### src/rtl/irq_evt_pkg.sv
package irq_evt_pkg;
   typedef enum logic [1:0] {
      ADDR_EVT_SET = 2'd0,
      ADDR_EVT_CLR = 2'd1,
      ADDR_MSK_SET = 2'd2,
      ADDR_MSK_CLR = 2'd3
   } reg_addr_e;
endpackage

### src/rtl/irq_rst_sync.sv
module irq_rst_sync #(
   parameter int STAGES = 2
) (
   input  logic clk,
   input  logic rst_n_in,
   output logic rst_n_out
);
   logic [STAGES-1:0] chain;

   always_ff @(posedge clk or negedge rst_n_in) begin
      if (!rst_n_in) chain <= '0;
      else           chain <= {chain[STAGES-2:0], 1'b1};
   end

   assign rst_n_out = chain[STAGES-1];

   if (STAGES < 2) begin : g_bad_stages
      $error("irq_rst_sync: STAGES must be at least 2");
   end
endmodule

### src/rtl/irq_evt_bank.sv
module irq_evt_bank #(
   parameter int          W           = 32,
   parameter logic [W-1:0] HW_SRC     = '1,
   parameter int          BUSRST_BIT  = 17,
   parameter int          SIDDONE_BIT = 16,
   parameter int          PHY_BIT     = 19,
   parameter int          SOFT_BIT    = 29
) (
   input  logic         clk,
   input  logic         rst_n,
   input  logic [W-1:0] hw_evt,
   input  logic [W-1:0] sw_set,
   input  logic [W-1:0] sw_clr,
   output logic [W-1:0] evt,
   output logic         phy_src_clr
);
   localparam logic [W-1:0] SID_MASK = W'(1) << SIDDONE_BIT;

   logic [W-1:0] hw_set;
   logic [W-1:0] nxt;
   logic         phy_drop;

   for (genvar i = 0; i < W; i++) begin : g_src
      if (HW_SRC[i]) begin : g_hw
         assign hw_set[i] = hw_evt[i];
      end else begin : g_sw_only
         logic sink_unused;
         assign sink_unused = hw_evt[i];
         assign hw_set[i]   = 1'b0;
      end
   end

   always_comb begin
      nxt = (evt & ~sw_clr) | sw_set | hw_set;
      if (hw_set[BUSRST_BIT]) nxt[SIDDONE_BIT] = 1'b0;
   end

   assign phy_drop = evt[PHY_BIT] & sw_clr[PHY_BIT] & ~nxt[PHY_BIT];

   always_ff @(posedge clk or negedge rst_n) begin
      if (!rst_n) begin
         evt         <= '0;
         phy_src_clr <= 1'b0;
      end else begin
         evt         <= nxt;
         phy_src_clr <= phy_drop;
      end
   end


   hw_sticky_chk: assert property (@(posedge clk) disable iff (!rst_n)
      (|hw_set) |=> ((evt & $past(hw_set) & ~SID_MASK) == ($past(hw_set) & ~SID_MASK)));


   busrst_sid_chk: assert property (@(posedge clk) disable iff (!rst_n)
      hw_evt[BUSRST_BIT] |=> !evt[SIDDONE_BIT]);


   soft_only_chk: assert property (@(posedge clk) disable iff (!rst_n)
      !sw_set[SOFT_BIT] |=> !$rose(evt[SOFT_BIT]));


   phy_pulse_low_chk: assert property (@(posedge clk) disable iff (!rst_n)
      phy_src_clr |-> !evt[PHY_BIT]);


   phy_pulse_once_chk: assert property (@(posedge clk) disable iff (!rst_n)
      phy_src_clr |=> !phy_src_clr);
endmodule

### src/rtl/irq_mask_bank.sv
module irq_mask_bank #(
   parameter int W = 32
) (
   input  logic         clk,
   input  logic         rst_n,
   input  logic [W-1:0] sw_set,
   input  logic [W-1:0] sw_clr,
   output logic [W-1:0] msk
);
   always_ff @(posedge clk or negedge rst_n) begin
      if (!rst_n) msk <= '0;
      else        msk <= (msk & ~sw_clr) | sw_set;
   end


   msk_set_chk: assert property (@(posedge clk) disable iff (!rst_n)
      (|sw_set) |=> ((msk & $past(sw_set)) == $past(sw_set)));


   msk_clr_chk: assert property (@(posedge clk) disable iff (!rst_n)
      ((|sw_clr) && ((sw_clr & sw_set) == '0)) |=> ((msk & $past(sw_clr)) == '0));
endmodule

### src/rtl/irq_rd_path.sv
module irq_rd_path
   import irq_evt_pkg::*;
#(
   parameter int W             = 32,
   parameter int MASTER_BIT    = 31,
   parameter bit USE_MASTER_EN = 1'b1
) (
   input  logic         clk,
   input  logic         rst_n,
   input  logic         rd_en,
   input  reg_addr_e    addr,
   input  logic [W-1:0] evt,
   input  logic [W-1:0] msk,
   output logic [W-1:0] rdata,
   output logic         irq
);
   localparam logic [W-1:0] SRC_BITS = ~(W'(1) << MASTER_BIT);

   logic [W-1:0] gated;
   logic         any_pend;

   assign gated    = evt & msk;
   assign any_pend = |(gated & SRC_BITS);

   if (USE_MASTER_EN) begin : g_master
      assign irq = any_pend & msk[MASTER_BIT];
   end else begin : g_no_master
      assign irq = any_pend;
   end

   always_ff @(posedge clk or negedge rst_n) begin
      if (!rst_n) begin
         rdata <= '0;
      end else if (rd_en) begin
         unique case (addr)
            ADDR_EVT_SET: rdata <= evt;
            ADDR_EVT_CLR: rdata <= gated;
            default:      rdata <= msk;
         endcase
      end
   end


   irq_src_chk: assert property (@(posedge clk) disable iff (!rst_n)
      irq |-> ((evt & msk & SRC_BITS) != '0));


   if (USE_MASTER_EN) begin : g_master_chk
      irq_master_chk: assert property (@(posedge clk) disable iff (!rst_n)
         irq |-> msk[MASTER_BIT]);
   end
endmodule

### src/rtl/irq_event_regs.sv
module irq_event_regs
   import irq_evt_pkg::*;
#(
   parameter int           W           = 32,
   parameter logic [W-1:0] HW_SRC      = W'(32'h5FFF_FFFF),
   parameter int           BUSRST_BIT  = 17,
   parameter int           SIDDONE_BIT = 16,
   parameter int           PHY_BIT     = 19,
   parameter int           SOFT_BIT    = 29,
   parameter int           MASTER_BIT  = 31,
   parameter int           SYNC_STAGES = 2
) (
   input  logic         clk,
   input  logic         rst_n,
   input  logic         reg_wr,
   input  logic         reg_rd,
   input  logic [1:0]   reg_addr,
   input  logic [W-1:0] reg_wdata,
   output logic [W-1:0] reg_rdata,
   input  logic [W-1:0] hw_evt,
   output logic         irq,
   output logic         phy_src_clr
);
   if (BUSRST_BIT >= W || SIDDONE_BIT >= W || PHY_BIT >= W ||
       SOFT_BIT >= W || MASTER_BIT >= W) begin : g_bad_pos
      $error("irq_event_regs: bit position outside the register width");
   end
   if (BUSRST_BIT == SIDDONE_BIT || PHY_BIT == BUSRST_BIT ||
       PHY_BIT == SIDDONE_BIT) begin : g_bad_overlap
      $error("irq_event_regs: coupled bits must be distinct");
   end
   if (HW_SRC[SOFT_BIT]) begin : g_bad_soft
      $error("irq_event_regs: software-only bit must have no hardware source");
   end

   reg_addr_e    addr;
   logic         rst_i;
   logic [W-1:0] evt_set, evt_clr, msk_set, msk_clr;
   logic [W-1:0] evt, msk;

   assign addr    = reg_addr_e'(reg_addr);
   assign evt_set = (reg_wr && addr == ADDR_EVT_SET) ? reg_wdata : '0;
   assign evt_clr = (reg_wr && addr == ADDR_EVT_CLR) ? reg_wdata : '0;
   assign msk_set = (reg_wr && addr == ADDR_MSK_SET) ? reg_wdata : '0;
   assign msk_clr = (reg_wr && addr == ADDR_MSK_CLR) ? reg_wdata : '0;

   irq_rst_sync #(.STAGES(SYNC_STAGES)) u_rst (
      .clk(clk), .rst_n_in(rst_n), .rst_n_out(rst_i)
   );

   irq_evt_bank #(
      .W(W), .HW_SRC(HW_SRC), .BUSRST_BIT(BUSRST_BIT),
      .SIDDONE_BIT(SIDDONE_BIT), .PHY_BIT(PHY_BIT), .SOFT_BIT(SOFT_BIT)
   ) u_evt (
      .clk(clk), .rst_n(rst_i), .hw_evt(hw_evt), .sw_set(evt_set),
      .sw_clr(evt_clr), .evt(evt), .phy_src_clr(phy_src_clr)
   );

   irq_mask_bank #(.W(W)) u_msk (
      .clk(clk), .rst_n(rst_i), .sw_set(msk_set), .sw_clr(msk_clr), .msk(msk)
   );

   irq_rd_path #(.W(W), .MASTER_BIT(MASTER_BIT), .USE_MASTER_EN(1'b1)) u_rd (
      .clk(clk), .rst_n(rst_i), .rd_en(reg_rd), .addr(addr), .evt(evt),
      .msk(msk), .rdata(reg_rdata), .irq(irq)
   );


   reset_quiet_chk: assert property (@(posedge clk)
      !rst_i |-> (!irq && !phy_src_clr));
endmodule

### config.mk
export PLATFORM = sky130hd
export DESIGN_NAME = irq_event_regs
export DESIGN_NICKNAME = d
export VERILOG_FILES = /design/src/rtl/irq_evt_pkg.sv /design/src/rtl/irq_rst_sync.sv /design/src/rtl/irq_evt_bank.sv /design/src/rtl/irq_mask_bank.sv /design/src/rtl/irq_rd_path.sv /design/src/rtl/irq_event_regs.sv
export SDC_FILE = /design/constraint.sdc
export NUM_CORES = 1
export LEC_CHECK = 0
export BUFFER_PORTS_ARGS = -buffer_cell sky130_fd_sc_hd__buf_2
export CAP_MARGIN = 10
export CORE_MARGIN = 2
export CORE_UTILIZATION = 53
export DETAILED_ROUTE_END_ITERATION = 10
export GPL_TIMING_DRIVEN = 0
export PLACE_DENSITY_LB_ADDON = 0.3
export SYNTH_ARGS = -nofsm -noshare
export SYNTH_HDL_FRONTEND = slang
export SYNTH_SLANG_ARGS = --single-unit
export TNS_END_PERCENT = 5
### constraint.sdc
create_clock -name clk -period 3.6 [get_ports clk]
set_input_delay 0 -clock clk [delete_from_list [all_inputs] [get_ports clk]]
set_output_delay 0 -clock clk [all_outputs]
set_load 0.005 [all_outputs]
==> summary.md <==
| Metric | Value |
|---|---|
| Reg2reg end | `u_evt.evt[16]$_DFF_PN0_` |
| Met3 Usage GRT | `6.94%` |
| Mapped Area | `4340 sq um` |
| Dpl cell area | `5000 sq um` |
| Flop2flop setup slack | `2.14 ns` |
| Critical path fanouts, max | `3` |
| Synthesized Nets | `488` |
| Post-layout min period | `1.94 ns` |
| Fraction of layout cells with a size suffix above 1 | `23.4%` |
| Lkg Pwr | `2.52 nW` |
| Inst Count DP | `623` |
| First-pass GRT wire length | `21.9 mm` |
| N_diodes | `0` |
| Gate power share | `18.2%` |
| Crit. End Element | `output pin` |
| RSZ-0062 raised after global routing | `false` |
| Outcome | `finished clean` |
| VDD IR max | `0.298 mV` |
| Asr flop ratio synth | `100%` |
| CP Depth | `5` |
| Seq/Total Area, Yosys | `57.1%` |
| Most common cell in the netlist | `dfrtp_1` |
| DRC errors left | `0` |
| Fin. Hold Viols | `0` |
| Initial antenna violation count | `0` |
| Worst clock skew | `0.0118 ns` |
| Nature of the critical path startpoint | `register` |
| Clk buf depth | `2` |
| Finished Layout Cells | `704` |
| CTS tree | `built` |
| Sequential group share of total power | `53.0%` |
| Gpl congestion | `0.861` |
| Pint | `1.81 mW` |
| Port Buf Inserts | `99` |
| Post-synth EDFFs | `0` |
| Worst EP arrival | `1.94 ns` |
| Yosys reg bits | `99` |
| Final setup violation count | `0` |
| Routed WL | `13.6 mm` |
| Total gr overflow | `0` |
| Reg2reg path depth | `4` |
| Top Family by Delay on Critical Path | `compound AO/OA/AOI/OAI gates` |
| Switching pwr | `748 uW` |
| Setup repair bufs after CTS | `0` |
| Post-DRT Antenna Nets | `0` |
| Main synth FF type | `dfrtp_1` |
| Root Buffer | `clkbuf_8` |
| Ports | `104` |
| Hold WC Path Type | `in2reg` |
| Highest clock rate | `0.515 GHz` |
| Layout fillers | `604` |
| H-tree levels | `3` |
| Slew @ Worst Pin | `0.668 ns` |
| Initial Util | `53.6%` |
| Pwr/cell area | `437 nW/um^2` |
| Crit path cell chain | `a22o_1, a221oi_1, nand4_1, o31a_1, buf_2` |
| Leading area contributor after synthesis | `dfrtp_1` |
| Via count | `4379` |
| Distinct cells, synth | `29` |
| Pin count of the biggest net entering global routing | `50` |
| Global Route Usage Sum | `32.2%` |
| Ranking of synthesized cells by area | `dfrtp_1 57%, a31oi_1 8.4%, a21oi_1 6.8%` |
| Fin. max-slew vios | `0` |
| Total power | `2.56 mW` |
| Post-route cell area | `5850 sq um` |
| Total Neg Setup Slack | `0 ns` |
| Clk slew on worst S/H paths | `0.09 ns` |
| DR pass1 iterations | `5` |
| Min-delay src | `reg_addr[1]` |
| Number of global-route vias before repair | `4359` |
| Wire length per cell | `19.3 um` |
| Synthesis Warnings | `0` |
| Met1 Use GR | `42.6%` |
| Area of the core | `8090 sq um` |
| Final period utilization | `54.0%` |
| Global Route met2 Usage | `51.1%` |
| Final net count | `664` |
| HPWL after detailed placement | `8.75 mm` |
| Busiest layer in global routing | `met2` |
| Post-Synthesis Cells | `418` |
| Synth top area share | `57.1%` |
| Clock sink count | `99` |
| Vias/cell | `6.22` |
| Initial DRC count | `405` |
| Critical setup path kind | `reg2out` |
| # Max-Cap Violations | `0` |
| Req. time, crit path | `3.60 ns` |
| Total Die Area | `8930 sq um` |
| Synthesized area per cell | `10.4 sq um` |
| Row cnt | `33` |
| Chip height | `94.5 um` |
| Die span in x | `94.5 um` |
| Synth cell count leaders | `99 x dfrtp_1, 59 x a21oi_1, 58 x a31oi_1, 36 x o21ai_0` |
| Worst path bufs/invs | `1` |
| Sw Share | `29.3%` |
| CP endpoint | `irq` |
| Critical path startpoint | `u_msk.msk[25]$_DFF_PN0_` |
| Post-cts sizing count | `0` |
| Slowest cell on crit path | `dfrtp_1` |
| Relative slew slack | `55.4%` |
| Clock Latency Late Sink | `0.37 ns` |
| Cts hold-fix bufs | `65` |
| TritonCTS buffer count | `9` |
| CP max stage delay | `0.41 ns` |
| R2r startpoint | `u_evt.evt[16]$_DFF_PN0_` |
| Clock power frac | `28.8%` |
| Area delta synth->final | `34.8%` |
[cells by family (layout without fill, tap and decap cells)]
kind of cell | Yosys count | in the layout | share of synthesized area, %
other | 1 | 1 | 0.0864
and+or+nand+nor | 48 | 48 | 6.34
AOI/OAI and AO/OA | 203 | 203 | 29.2
DFF | 99 | 99 | 57.1
buffers and inverters | 67 | 248 | 7.30
[placed cells by master (no fill, tap or decap), types with 4 or more instances in the layout]
cell type,instances
buf_2,109
dfrtp_1,98
dlygate4sd3_1,65
a21oi_1,59
a31oi_1,58
o21ai_0,36
inv_1,32
o221ai_1,32
or2_1,26
clkbuf_1,14
clkbuf_8,10
nand2_1,9
a22oi_1,8
buf_6,5
buf_4,4
[metal layers]
layer	vias up	wire length, um
li1	1915	-
met1	2123	5480
met2	289	6470
met3	52	1200
met4	0	451
met5	-	0
[how the worst min path moves through the flow]
| stage | endpoint | slack, ns | cells past startpoint |
|---|---|---|---|
| global route | u_rd.rdata[26]$_DFFE_PN0P_ | 0.07 | 3 |
| global placement | u_rst.chain[0]$_DFF_PN0_ | -0.21 | 1 |
| finish | u_rd.rdata[26]$_DFFE_PN0P_ | 0.06 | 3 |
| detailed placement | u_rst.chain[0]$_DFF_PN0_ | -0.21 | 1 |
| floorplan | u_rst.chain[0]$_DFF_PN0_ | -0.30 | 0 |
| CTS | u_rd.rdata[26]$_DFFE_PN0P_ | 0.06 | 3 |
[power groups by stage]
stage	Clock (mW)	Sequential, mW	Combinational (mW)
global route	0.779	1.37	0.519
finish	0.737	1.36	0.466
detailed placement	0	1.37	0.402
CTS	0.747	1.35	0.460
floorplan	0	1.36	0.210
global placement	0	1.37	0.376
[sequential cells by signal, summed over array words and instances (netlist names)]
| signal | flops |
|---|---|
| u_rd.rdata | 32 |
| u_rst.chain | 2 |
| u_evt.evt | 32 |
| u_msk.msk | 32 |
| u_evt.phy_src_clr | 1 |
[worst reg2reg max path: stages (launching register included)]
cell	delay, ns
dfrtp_1	0.44
a21o_1	0.18
a21oi_1	0.13
nor2_1	0.05
dlygate4sd3_1	0.54
[final cells by class]
| class | count | area (sq um) | share of cell area (%) |
|---|---|---|---|
| plain buffers | 35 | 196 | 3.36 |
| clock buffers | 10 | 138 | 2.35 |
| clock inverters | 6 | 65.1 | 1.11 |
| inverters | 32 | 120 | 2.05 |
| multi-input cells | 252 | 1550 | 26.4 |
| flip-flops and latches | 99 | 2480 | 42.4 |
| well taps | 105 | 131 | 2.25 |
| repair buffers | 165 | 1170 | 20.1 |
[through the flow]
stage | worst slack (ns) | utilization, % | hold slack [ns]
2_1_floorplan | 0.638 | - | -0.296
3_3_place_gp | -0.401 | 61.4 | -0.214
3_5_place_dp | 2.06 | 61.8 | -0.213
4_1_cts | 1.66 | 72.3 | 0.0596
5_1_grt | 1.60 | 72.3 | 0.0712
6_report | 1.66 | 72.3 | 0.0638
(Power assumes the default switching activity.)
